===== config.mk =====
export PLATFORM = sky130hd
export DESIGN_NAME = warp_regroup
export DESIGN_NICKNAME = d
export VERILOG_FILES = /design/src/rtl/warp_regroup.sv
export SDC_FILE = /design/constraint.sdc
export NUM_CORES = 1
export LEC_CHECK = 0
export BUFFER_PORTS_ARGS = -buffer_cell sky130_fd_sc_hd__buf_2
export CORE_UTILIZATION = 45
export DETAILED_ROUTE_END_ITERATION = 7
export PLACE_DENSITY = 0.72
export SETUP_SLACK_MARGIN = 0.5
export SLEW_MARGIN = 10
export SYNTH_ARGS = -nofsm -noshare
export SYNTH_HDL_FRONTEND = slang
export SYNTH_SLANG_ARGS = --single-unit
export TNS_END_PERCENT = 100

===== constraint.sdc =====
create_clock -name clk -period 8.6 [get_ports clk]
set_input_delay 0.86 -clock clk [delete_from_list [all_inputs] [get_ports clk]]
set_output_delay 0.86 -clock clk [all_outputs]
set_load 0.02 [all_outputs]

===== src/rtl/warp_regroup.sv =====
module warp_regroup #(
  parameter int LANES = 32,
  parameter int WARPS = 3
) (
  input  logic                                 clk,
  input  logic                                 rst_n,
  input  logic                                 start,
  input  logic [WARPS*LANES-1:0]               mask_in,
  output logic                                 busy,
  output logic                                 done,
  output logic [WARPS*LANES-1:0]               mask_out,
  output logic [$clog2(WARPS+1)-1:0]           warp_count,
  output logic [$clog2(WARPS*LANES+1)-1:0]     taken_count
);
  localparam int LW = $clog2(LANES);
  localparam int CW = $clog2(WARPS+1);
  localparam int TW = $clog2(WARPS*LANES+1);

  logic [WARPS-1:0][LANES-1:0] src, res;
  logic [LW-1:0]               idx;
  logic [WARPS-1:0]            col;
  logic [CW-1:0]               hits, wcnt;
  logic [TW-1:0]               tcnt;
  logic                        last;

  always_comb begin
    for (int w = 0; w < WARPS; w++) col[w] = src[w][idx];
  end

  assign hits = CW'($countones(col));
  assign last = (idx == LW'(LANES-1));

  always_ff @(posedge clk) begin
    if (!rst_n) begin
      src  <= '0;
      res  <= '0;
      idx  <= '0;
      wcnt <= '0;
      tcnt <= '0;
      busy <= 1'b0;
      done <= 1'b0;
    end else begin
      done <= 1'b0;
      if (!busy) begin
        if (start) begin
          src  <= mask_in;
          res  <= '0;
          idx  <= '0;
          wcnt <= '0;
          tcnt <= '0;
          busy <= 1'b1;
        end
      end else begin
        for (int w = 0; w < WARPS; w++) res[w][idx] <= (int'(hits) > w);
        tcnt <= tcnt + TW'(hits);
        if (hits > wcnt) wcnt <= hits;
        idx <= idx + 1'b1;
        if (last) begin
          busy <= 1'b0;
          done <= 1'b1;
        end
      end
    end
  end

  assign mask_out    = res;
  assign warp_count  = wcnt;
  assign taken_count = tcnt;

  assert_done_pulse_R7: assert property (@(posedge clk) disable iff (!rst_n)
    done |=> !done);
  assert_done_after_busy_R7: assert property (@(posedge clk) disable iff (!rst_n)
    done |-> (!busy && $past(busy)));
  assert_start_ignored_R8: assert property (@(posedge clk) disable iff (!rst_n)
    busy |=> $stable(src));
  assert_total_R6: assert property (@(posedge clk) disable iff (!rst_n)
    done |-> (tcnt == TW'($countones(res))));
  assert_warps_R5: assert property (@(posedge clk) disable iff (!rst_n)
    done |-> ((wcnt == '0) == (res[0] == '0)) && (int'(wcnt) <= WARPS));

  for (genvar g = 1; g < WARPS; g++) begin : g_compact
    assert_compact_R4: assert property (@(posedge clk) disable iff (!rst_n)
      (done && (res[g] != '0)) |-> (res[g-1] != '0));
  end
endmodule


# Word-level counts from Yosys, hierarchy flattened

Cells that the tools add are included.

Bits in writable memories: 0
Memories: 0
Register bits after elaboration: 208
ROM bits: 0
Logic and storage cells: 53
Input bits: 99
Latch bits: 0

Reduce and logical (&&, ||, !) cells: 5
Bitwise gates (word level): 1
Multipliers: 0
Add/subtract/negate cells: 4
$lt $le $gt $ge: 6
Muxes and demuxes: 24
Equality and inequality tests: 2
Shift operators: 0
Div/mod/pow operators: 0

Operators by type and width:

| kind                                                  | number |
|---|---|
| 2-to-1 mux 96 bit                                     | 2 |
| bitwise mux 32 bit                                    | 3 |
| binary-select mux 1 bit (select 5 bit)                | 3 |
| 2-to-1 mux 7 bit                                      | 2 |
| 2-to-1 mux 5 bit                                      | 2 |
| 2-to-1 mux 1 bit                                      | 8 |
| adder 7 x 2 -> 7 bit                                  | 1 |
| < comparator 5 x 6 -> 1 bit, second input constant    | 1 |
| 2-to-1 mux 2 bit                                      | 3 |
| AND reduction 2 bit                                   | 3 |
| adder 5 x 1 -> 5 bit, second input constant           | 1 |
| demux 1 bit (select 5 bit)                            | 1 |
| equality test 5 bit, second input constant            | 1 |
| >= comparator 5 x 1 -> 1 bit, second input constant   | 1 |
| > comparator 2 x 1 -> 1 bit, second input constant    | 2 |
| adder 1 x 1 -> 2 bit                                  | 1 |
| adder 2 x 1 -> 2 bit                                  | 1 |
| > comparator 2 bit                                    | 1 |
| > comparator 2 bit, second input constant             | 1 |
| inequality test 2 x 1 -> 1 bit, second input constant | 1 |
| nonzero test 2 bit                                    | 1 |
| logical AND 1 bit                                     | 1 |
| inverter 1 bit                                        | 1 |

# Logic depth before layout (Yosys ltp)

Gate-level depths: netlist of the first run.

Depth in word-level cells: 7
Depth in mapped cells: 14
Mapped depth without buffers: 11

# Worst setup path before layout of the first run

No wires, ideal clock.

Kind: register to register
Start point: register idx[1]
End point: register wcnt[0] (netlist: warp_count[0])
Path buffers: 3
Clock period less this slack: 3405 ps
Setup slack: 5195 ps
Data required time: 8485 ps
Setup time: 115 ps
Arrival: 3291 ps
Stages on the path, launching flop included: 15
Cell sequence: dfxtp_1 buf_2 buf_2 mux2i_1 o221ai_1 a222oi_1 nand3_1 fa_1 clkbuf_1 inv_1 ha_1 nand2_1 o211ai_1 and3_1 o21a_1

Longest elaborated chain between the ends: 7
Elaborated cells on any way between the ends: 13
Those cells by class: 2 x add/sub; 1 x order compare; 1 x eq/ne; 8 x mux; 1 x reduce/logical

Ends and longest elaborated chain:

| what                                            | RTL line | text |
|---|---|---|
| start: declaration                              | 20       | `logic [LW-1:0] idx;` |
| start signal: assignment                        | 57       | `idx <= idx + 1'b1;` |
| binary-select mux 1 bit (select 5 bit)          | 27       | `for (int w = 0; w < WARPS; w++) col[w] = src[w][idx];` |
| 2-to-1 mux 1 bit (implied by the code)          | 27       |  |
| adder 1 x 1 -> 2 bit (implied by the code)      | 30       | `assign hits = CW'($countones(col));` |
| adder 2 x 1 -> 2 bit (implied by the code) (*)  | 30       |  |
| > comparator 2 bit                              | 56       | `if (hits > wcnt) wcnt <= hits;` |
| inequality test 2 x 1 -> 1 bit (no source line) | n/a      |  |
| AND reduction 2 bit (no source line)            | n/a      |  |
| end signal: assignment                          | 56       |  |
| end: declaration                                | 22       | `logic [CW-1:0] hits, wcnt;` |

Mark *: on every way between the ends. The rest lies on a longest branch, timed or not. The select of a mux whose other input is x is not followed.
A chain may end at the register's enable or synchronous reset.

# Worst setup path after layout of the first run

Start point: register idx[3]
End point: register res (netlist bit mask_out[67])

Longest elaborated chain between the ends: 7
Elaborated cells on any way between the ends: 16
Those cells by class: 2 x add/sub; 3 x order compare; 10 x mux; 1 x reduce/logical

Ends and longest elaborated chain:

| what                                       | RTL line | text |
|---|---|---|
| binary-select mux 1 bit (select 5 bit)     | 27       |  |
| 2-to-1 mux 1 bit (implied by the code)     | 27       |  |
| adder 1 x 1 -> 2 bit (implied by the code) | 30       |  |
| adder 2 x 1 -> 2 bit (implied by the code) | 30       |  |
| > comparator 2 bit                         | 54       | `for (int w = 0; w < WARPS; w++) res[w][idx] <= (int'(hits) > w);` |
| bitwise mux 32 bit (*)                     | 54       |  |
| 2-to-1 mux 96 bit (*)                      | 44       | `if (!busy) begin` |
| end signal: assignment                     | 36       | `res <= '0;` |
| end signal: assignment                     | 47       | `res <= '0;` |
| end: declaration                           | 19       | `logic [WARPS-1:0][LANES-1:0] src, res;` |

Marks and branches as above.

==> flow_metrics.env, run 1 <==
export IMPL_outcome="completed"
export IMPL_crit_type="flop to flop"
export IMPL_slew_violations=0
export IMPL_synth_ff_type="dfxtp_1"
export IMPL_viasPerCell=5.40
export IMPL_rsz0062_at_grt="false"
export IMPL_syn_area_per_cell_sq_um=8.31
export IMPL_crit_required_ps=9030
export IMPL_setup_viol=0
export IMPL_clk_latency_ps=500
export IMPL_ys_top_cells_by_count="nand2_1, dfxtp_1, a21oi_1"
export IMPL_cts_setup_buffers=0
export IMPL_endpoint_kind="flop"
export IMPL_wl_per_cell_um=16.1
export IMPL_synth_edf_count=0
export IMPL_async_flop_share_pct=0
export IMPL_grt_pass1_vias=7275
export IMPL_synthCells=1072
export IMPL_fmax_mhz=210
export IMPL_layout_drive_gt1_share_pct=25.6
export IMPL_synth_top_area_cell="dfxtp_1"
export IMPL_ctsRootBufferMaster="clkbuf_16"
export IMPL_worstPathMaxFanout=46
export IMPL_fp_dieArea_sq_um=20400
export IMPL_cts_tree="built"
export IMPL_grt_total_usage_pct=23.4
export IMPL_gp_congestion=0.783
export IMPL_fin_crit_sh_pct=55.4
export IMPL_max_cap_violations=0
export IMPL_min_period_ps=4770
export IMPL_seq_area_frac_synth_pct=46.7
export IMPL_first_pass_iters=5
export IMPL_tightest_slew_ps=1120
export IMPL_htree_levels=1
export IMPL_finClkSkew_ps=17.8
export IMPL_via_count=8089
export IMPL_cts_resized_gates=0
export IMPL_io_pins=206
export IMPL_synth_warnings=0
export IMPL_die_h_um=143
export IMPL_drc=0
export IMPL_yosys_top_cells_area="dfxtp_1, nand2_1, a21oi_1"
export IMPL_synth_nets=1182
export IMPL_syn_area_sq_um=8910
export IMPL_powerDensity_nw_per_um2=204
export IMPL_clkSlewWorstSetupHoldPaths_ps=60
export IMPL_numPortBuffers=205
export IMPL_synth_most_common_cell="nand2_1"
export IMPL_gr_total_overflow=0
export IMPL_ctsHoldBuffers=0
export IMPL_worst_setup_path_start_kind="flop"
export IMPL_yosysTopAreaCellShare_pct=46.7
export IMPL_synth_seq_cells=208
export IMPL_die_w_um=143
export IMPL_finalSetupTns_ps=0
export IMPL_cellLeakagePower_nw=4.15
export IMPL_num_antenna_cells=0
export IMPL_whs_ps=451
export IMPL_fp_coreArea_sq_um=19500
export IMPL_numCtsBuffers=23
export IMPL_ant_nets=0
export IMPL_hp_class="flop to flop"
export IMPL_final_nets=1327
export IMPL_ir_worst_vdd_mv=0.110
export IMPL_num_fill_cells=1812
export IMPL_hold_violations=0
export IMPL_antenna_found_initial=0
export IMPL_start_util_pct=45.8
export IMPL_initialDrtViolationCount=647
export IMPL_row_count=51
export IMPL_maxSlewHeadroom_pct=25.1
export IMPL_hpwlAfterDp_um=15800
export IMPL_area_growth_synth_to_final_pct=20.1
export IMPL_grt_pass1_wl_um=38100
export IMPL_drt_total_wl_um=24100
export IMPL_cts_path_max_buffers=3
export IMPL_cp_data_arrival_time_ps=5200
export IMPL_yosys_cell_types_count=51
export IMPL_grt_max_degree=112
export IMPL_clock_sinks=208
## final timing paths
kind         startpoint           end  slack [ps]  cells after the start
max              idx[3]  mask_out[67]        3830                      8
min reg2reg     src[58]       src[58]         450                      2
max reg2reg      idx[3]  mask_out[67]        3830                      8
min             src[58]       src[58]         450                      2
## critical path, stage by stage (launching register included)
cell	delay [ps]
dfxtp_1	580
nand3b_1	520
a2111oi_0	150
or4_1	550
nor4_1	400
fa_2	940
nand2_1	840
or3_1	560
a21oi_1	120
## area by class of cell
type                            instances  area [sq um]  share of cell area, %
Clock buffer                           31           646                   6.04
Clock inverter                          9           105                  0.983
Inverter                                7          31.3                  0.292
Multi-Input combinational cell        766          4350                   40.6
Sequential cell                       208          4170                   38.9
Tap cell                              265           332                   3.10
Timing Repair Buffer                  211          1070                   10.0
## stage by stage
step	total power, mW	setup slack, ps	instances	util [%]	instance area [sq um]
after floorplan	1.16	5190	1072	-	8910
after CTS	2.20	3770	1497	55.0	10700
after detailed placement	1.23	3800	1457	51.1	9950
after global routing	2.26	3440	1497	55.0	10700
final	2.18	3830	1497	55.0	10700
after global placement	1.22	4000	1457	51.1	9950
## registers in the layout (all words and copies together), names as in the netlist
register	cells
busy	1
idx	5
taken_count	7
done	1
src	96
warp_count	2
mask_out	96
## power by group
part	internal, mW	total (mW)	switching (mW)
Clock	0.587	0.974	0.387
Sequential	0.992	1.01	0.0177
Combinational	0.0628	0.197	0.134
## kinds of logic after synthesis
logic type / Yosys count / share of synthesized area (%)
adder cells (fa/ha/maj): 11 / 1.71
buffers and inverters: 98 / 4.70
flip-flops: 208 / 46.7
XOR/XNOR: 1 / 0.0983
AND/OR/NAND/NOR: 453 / 21.5
AO/OA/AOI/OAI: 228 / 14.8
multiplexers: 73 / 10.5
## layout by cell type, fill, tap and decap left out, drive strengths merged, types with 4 or more instances in the layout
cell / instances
nand2: 270
buf: 211
dfxtp: 208
a21oi: 156
nor2: 88
mux2: 41
o211ai: 35
nand3: 31
clkbuf: 31
mux2i: 20
nor3: 18
mux4: 12
ha: 9
or3: 8
a31oi: 8
inv: 8
nand4: 7
and2: 5
nor3b: 5
and3: 5
o21ai: 5
clkinv: 5
o221ai: 4
o21a: 4
a2111oi: 4
## metal layers
metal	wire length, um	up-vias	track usage, %
met4	478	0	5.83
met3	1830	37	4.06
met1	10600	3763	32.1
met5	0	-	0
li1	-	3969	-
met2	11200	320	38.2
(Power assumes the default switching activity.)
==> inputs of run 2 (changes only) <==
==> constraint.sdc (replaced) <==
create_clock -name clk -period 4.6 [get_ports clk]
set_input_delay 0.46 -clock clk [delete_from_list [all_inputs] [get_ports clk]]
set_output_delay 0.46 -clock clk [all_outputs]
set_load 0.02 [all_outputs]
==> run 2 against run 1 <==
Flip-flop and latch count is the same. Global-route usage is 0.29 points lower. Hold slack got worse by 250 ps. Clock skew grew 1.9 ps. Final cell count up 1.0%. Non-clock buffer count increased by 15. First-iteration DRC count decreased by 18%. Fmax increased by 22%. Design area grew 1.3%. Clock-buffer cell count rose by 4. Clock power rose by 85%. Utilization increased by 0.69 points. Largest power group unchanged.
==> flow_metrics.env, run 2 (same netlist as run 1, synthesis figures left out) <==
export IMPL_outcome="completed"
export IMPL_crit_type="flop to flop"
export IMPL_clkSlewWorstSetupHoldPaths_ps=60
export IMPL_fin_crit_sh_pct=85.1
export IMPL_setup_viol=0
export IMPL_gr_total_overflow=0
export IMPL_clock_sinks=208
export IMPL_final_common_cell="nand2_1"
export IMPL_clk_latency_ps=500
export IMPL_fp_dieArea_sq_um=20400
export IMPL_worstPathMaxFanout=15
export IMPL_first_pass_iters=5
export IMPL_tightest_slew_ps=1160
export IMPL_htree_levels=1
export IMPL_max_cap_violations=0
export IMPL_initialDrtViolationCount=528
export IMPL_endpoint_kind="flop"
export IMPL_top_layer_used="met4"
export IMPL_ant_nets=0
export IMPL_layout_cells_most_common_list="nand2_1, dfxtp_1, buf_2"
export IMPL_wl_met2_um=11100
export IMPL_drt_total_wl_um=24000
export IMPL_worst_setup_path_start_kind="flop"
export IMPL_met1Wirelength_um=10700
export IMPL_grt_total_usage_pct=23.1
export IMPL_antenna_found_initial=0
export IMPL_cp_data_arrival_time_ps=4230
export IMPL_fmax_mhz=256
export IMPL_rr_worst_depth=11
export IMPL_fp_coreArea_sq_um=19500
export IMPL_ctsHoldBuffers=0
export IMPL_num_antenna_cells=0
export IMPL_cts_path_max_buffers=3
export IMPL_multi_input_area_sq_um=4360
export IMPL_gp_congestion=0.783
export IMPL_row_count=51
export IMPL_postPlaceCellArea_sq_um=10000
export IMPL_whs_ps=199
export IMPL_io_pins=206
export IMPL_numCtsBuffers=22
export IMPL_crit_required_ps=4920
export IMPL_drc=0
export IMPL_ir_worst_vdd_mv=0.224
export IMPL_min_path_cells=3
export IMPL_via_count=8163
export IMPL_slew_violations=0
export IMPL_finalSetupTns_ps=0
export IMPL_register_area_sq_um=4170
export IMPL_finClkSkew_ps=19.6
export IMPL_area_growth_synth_to_final_pct=21.6
export IMPL_ff2ff_setup_slack_ps=690
export IMPL_cts_tree="built"
export IMPL_numPortBuffers=205
export IMPL_hold_violations=0
export IMPL_start_util_pct=45.8
export IMPL_wl_met3_um=1640
export IMPL_min_period_ps=3910
export IMPL_die_w_um=143
export IMPL_stdcell_area_sq_um=10800
export IMPL_ctsRootBufferMaster="clkbuf_16"
export IMPL_wl_per_cell_um=15.9
export IMPL_cellLeakagePower_nw=4.23
export IMPL_final_nets=1341
export IMPL_grt_pass1_wl_um=37700
export IMPL_powerDensity_nw_per_um2=375
export IMPL_hpwlAfterDp_um=16200
export IMPL_hp_class="input port to flop"
export IMPL_layout_drive_gt1_share_pct=26.7
export IMPL_num_fill_cells=1847
export IMPL_rsz0062_at_grt="false"
export IMPL_grt_max_degree=152
export IMPL_grt_pass1_vias=7423
export IMPL_viasPerCell=5.40
export IMPL_die_h_um=143
export IMPL_maxSlewHeadroom_pct=22.7
run 2: per-layer routing:
metal | GRT usage [%] | vias to the layer above
met5 | 0 | -
met4 | 6.45 | 0
met1 | 31.3 | 3815
li1 | - | 4000
met2 | 38.4 | 304
met3 | 3.42 | 44
run 2: critical path, cell delays in order (launching register included):
cell and delay [ps]:
dfxtp_2 470, nand3b_1 270, buf_4 220, a2111oi_0 80
or4_1 510, nor4_1 450, fa_2 670, ha_1 270
fa_1 410, nand4_1 170, or3_1 130, a21oi_1 60
run 2: area by class of cell:
class / instances / share of cell area (%)
inverter: 7 / 0.289
clock buffer: 35 / 6.38
clock inverter: 5 / 0.497
tap: 265 / 3.06
multi-input combinational: 766 / 40.2
timing repair buffer: 226 / 11.0
sequential: 208 / 38.5
run 2: through the flow:
| stage | total power, mW | instances | setup WS [ps] | utilization (%) |
|---|---|---|---|---|
| after floorplan | 2.16 | 1072 | 1190 | - |
| after global placement | 2.30 | 1469 | 578 | 51.6 |
| after detailed placement | 2.31 | 1469 | 428 | 51.6 |
| after CTS | 4.10 | 1510 | 503 | 55.5 |
| after global routing | 4.21 | 1512 | 515 | 55.6 |
| final | 4.07 | 1512 | 688 | 55.6 |
run 2: where the power goes:
group	switching (mW)	leakage, nW	total (mW)	internal (mW)
Clock	0.712	0.370	1.80	1.09
Sequential	0.0336	1.69	1.89	1.85
Combinational	0.250	2.17	0.381	0.131
Total	0.995	4.23	4.07	3.07
run 2: worst paths after layout:
kind	start	endpoint
max	idx[3]	taken_count[6]
min	mask_in[15]	src[15]
max reg2reg	idx[3]	taken_count[6]
min reg2reg	src[55]	src[55]
run 2: repair_timing:
item / CTS / global route
resized for setup: 1 / 5
endpoints found under the setup margin: 13 / 18
setup buffers: 1 / 2
==> inputs of run 3 (changes only) <==
--- a/config.mk
+++ b/config.mk
@@ -8,7 +8,8 @@
 export BUFFER_PORTS_ARGS = -buffer_cell sky130_fd_sc_hd__buf_2
 export CORE_UTILIZATION = 45
 export DETAILED_ROUTE_END_ITERATION = 7
-export PLACE_DENSITY = 0.72
+export MAX_ROUTING_LAYER = met4
+export PLACE_DENSITY = 0.74
 export SETUP_SLACK_MARGIN = 0.5
 export SLEW_MARGIN = 10
 export SYNTH_ARGS = -nofsm -noshare
==> constraint.sdc (replaced) <==
create_clock -name clk -period 3.3 [get_ports clk]
set_input_delay 0.33 -clock clk [delete_from_list [all_inputs] [get_ports clk]]
set_output_delay 0.33 -clock clk [all_outputs]
set_load 0.02 [all_outputs]
==> run 3 against run 2 <==
Sequential power rose by 40%. Wire length rose by 6.5%. Combinational power is 88% higher. Hold slack lost 140 ps. Final cell count rose by 1.9%. Non-clock buffer count increased by 30. Die area stayed put. Sequential share of layout area down 1.8 points. Clock power is 34% higher. Total power rose by 42%. Clock skew fell by 3.7 ps. Global-route usage grew 0.98 points. Largest cell class unchanged.
==> flow_metrics.env, run 3 (same netlist as run 1, synthesis figures left out) <==
export IMPL_maxSlewHeadroom_pct=42.3
export IMPL_setup_viol=0
export IMPL_layout_cells_most_common_list="nand2_1, buf_2, dfxtp_1"
export IMPL_grt_total_usage_pct=24.1
export IMPL_numPortBuffers=205
export IMPL_wl_per_cell_um=16.6
export IMPL_worst_setup_path_start_kind="flop"
export IMPL_outcome="completed"
export IMPL_final_nets=1372
export IMPL_final_common_cell="nand2_1"
export IMPL_clk_latency_ps=510
export IMPL_endpoint_kind="flop"
export IMPL_hold_violations=0
export IMPL_post_place_ws_ps=-99.8
export IMPL_crit_type="flop to flop"
export IMPL_grt_pass1_vias=7373
export IMPL_tightest_slew_ps=864
export IMPL_htree_levels=1
export IMPL_num_antenna_cells=0
export IMPL_whs_ps=61.3
export IMPL_clock_sinks=208
export IMPL_io_pins=206
export IMPL_gr_total_overflow=0
export IMPL_via_count=8445
export IMPL_viasPerCell=5.48
export IMPL_grt_max_degree=101
export IMPL_ir_worst_vdd_mv=0.334
export IMPL_slew_violations=0
export IMPL_cp_data_arrival_time_ps=3680
export IMPL_gp_congestion=0.851
export IMPL_area_growth_synth_to_final_pct=27.5
export IMPL_powerDensity_nw_per_um2=508
export IMPL_fin_ws_ps=14.5
export IMPL_cts_tree="built"
export IMPL_fp_coreArea_sq_um=19500
export IMPL_finalSetupTns_ps=0
export IMPL_fmax_mhz=304
export IMPL_hp_class="input port to flop"
export IMPL_cts_path_max_buffers=3
export IMPL_row_count=51
export IMPL_drt_total_wl_um=25500
export IMPL_report_power_total_mw=5.77
export IMPL_clkSlewWorstSetupHoldPaths_ps=60
export IMPL_start_util_pct=45.8
export IMPL_crit_required_ps=3690
export IMPL_ctsRootBufferMaster="clkbuf_16"
export IMPL_fp_dieArea_sq_um=20400
export IMPL_rsz0062_at_grt="true"
export IMPL_worstPathMaxFanout=11
export IMPL_layout_drive_gt1_share_pct=30.0
export IMPL_dp_cells=1484
export IMPL_antenna_found_initial=0
export IMPL_first_pass_iters=5
export IMPL_die_w_um=143
export IMPL_die_h_um=143
export IMPL_max_cap_violations=0
export IMPL_fin_cells=1541
export IMPL_finClkSkew_ps=16.0
export IMPL_min_period_ps=3290
export IMPL_numCtsBuffers=23
export IMPL_initialDrtViolationCount=579
export IMPL_drc=0
export IMPL_cellLeakagePower_nw=4.51
export IMPL_grt_pass1_wl_um=37900
export IMPL_hpwlAfterDp_um=16800
export IMPL_ant_nets=0
export IMPL_fin_crit_sh_pct=99.6
==> run 3: worst max-delay path: stages (launching register included) <==
cell,delay (ps)
dfxtp_2,350
buf_12,140
mux4_2,500
a222oi_1,370
nand3_1,170
fa_2,640
buf_6,140
inv_4,40
ha_4,150
nor2b_2,130
o211ai_1,130
and3_1,250
o21a_1,160
==> run 3: cell type report <==
| cell class | count | area (sq um) |
|---|---|---|
| Sequential cell | 208 | 4170 |
| Inverter | 7 | 33.8 |
| Multi-Input combinational cell | 766 | 4530 |
| Clock buffer | 33 | 643 |
| Fill cell | 1727 | 8100 |
| Tap cell | 265 | 332 |
| Clock inverter | 6 | 55.1 |
| Timing Repair Buffer | 256 | 1600 |
==> run 3: layer usage <==
metal | track usage, % | wire [um]
met4 | 7.75 | 639
met3 | 3.92 | 1750
met1 | 31.0 | 10900
met2 | 38.7 | 12200
met5 | - | 0
==> run 3: final timing paths <==
kind                                   from             to  slack, ps  depth (start not counted)
worst max-delay path                 idx[0]  warp_count[0]         10                         12
worst min-delay path            mask_in[73]        src[73]         60                          3
worst max register to register       idx[0]  warp_count[0]         10                         12
worst min register to register      src[46]        src[46]        450                          2
==> run 3: power breakdown <==
part	switching (mW)	internal (mW)
Clock	0.990	1.42
Sequential	0.0540	2.59
Combinational	0.414	0.302
==> run 3: per-stage QoR <==
stage / util (%) / area, sq um
floorplan: - / 8980
global placement: 52.8 / 10300
detailed placement: 52.8 / 10300
CTS: 56.8 / 11100
global route: 58.4 / 11400
finish: 58.4 / 11400
==> run 3: what timing repair did <==
item,in CTS,in global routing
pin swaps,7,9
setup endpoints to repair,74,95
hold buffers,0,0
cloned,0,3
setup buffers,7,8
gates resized for setup,11,40
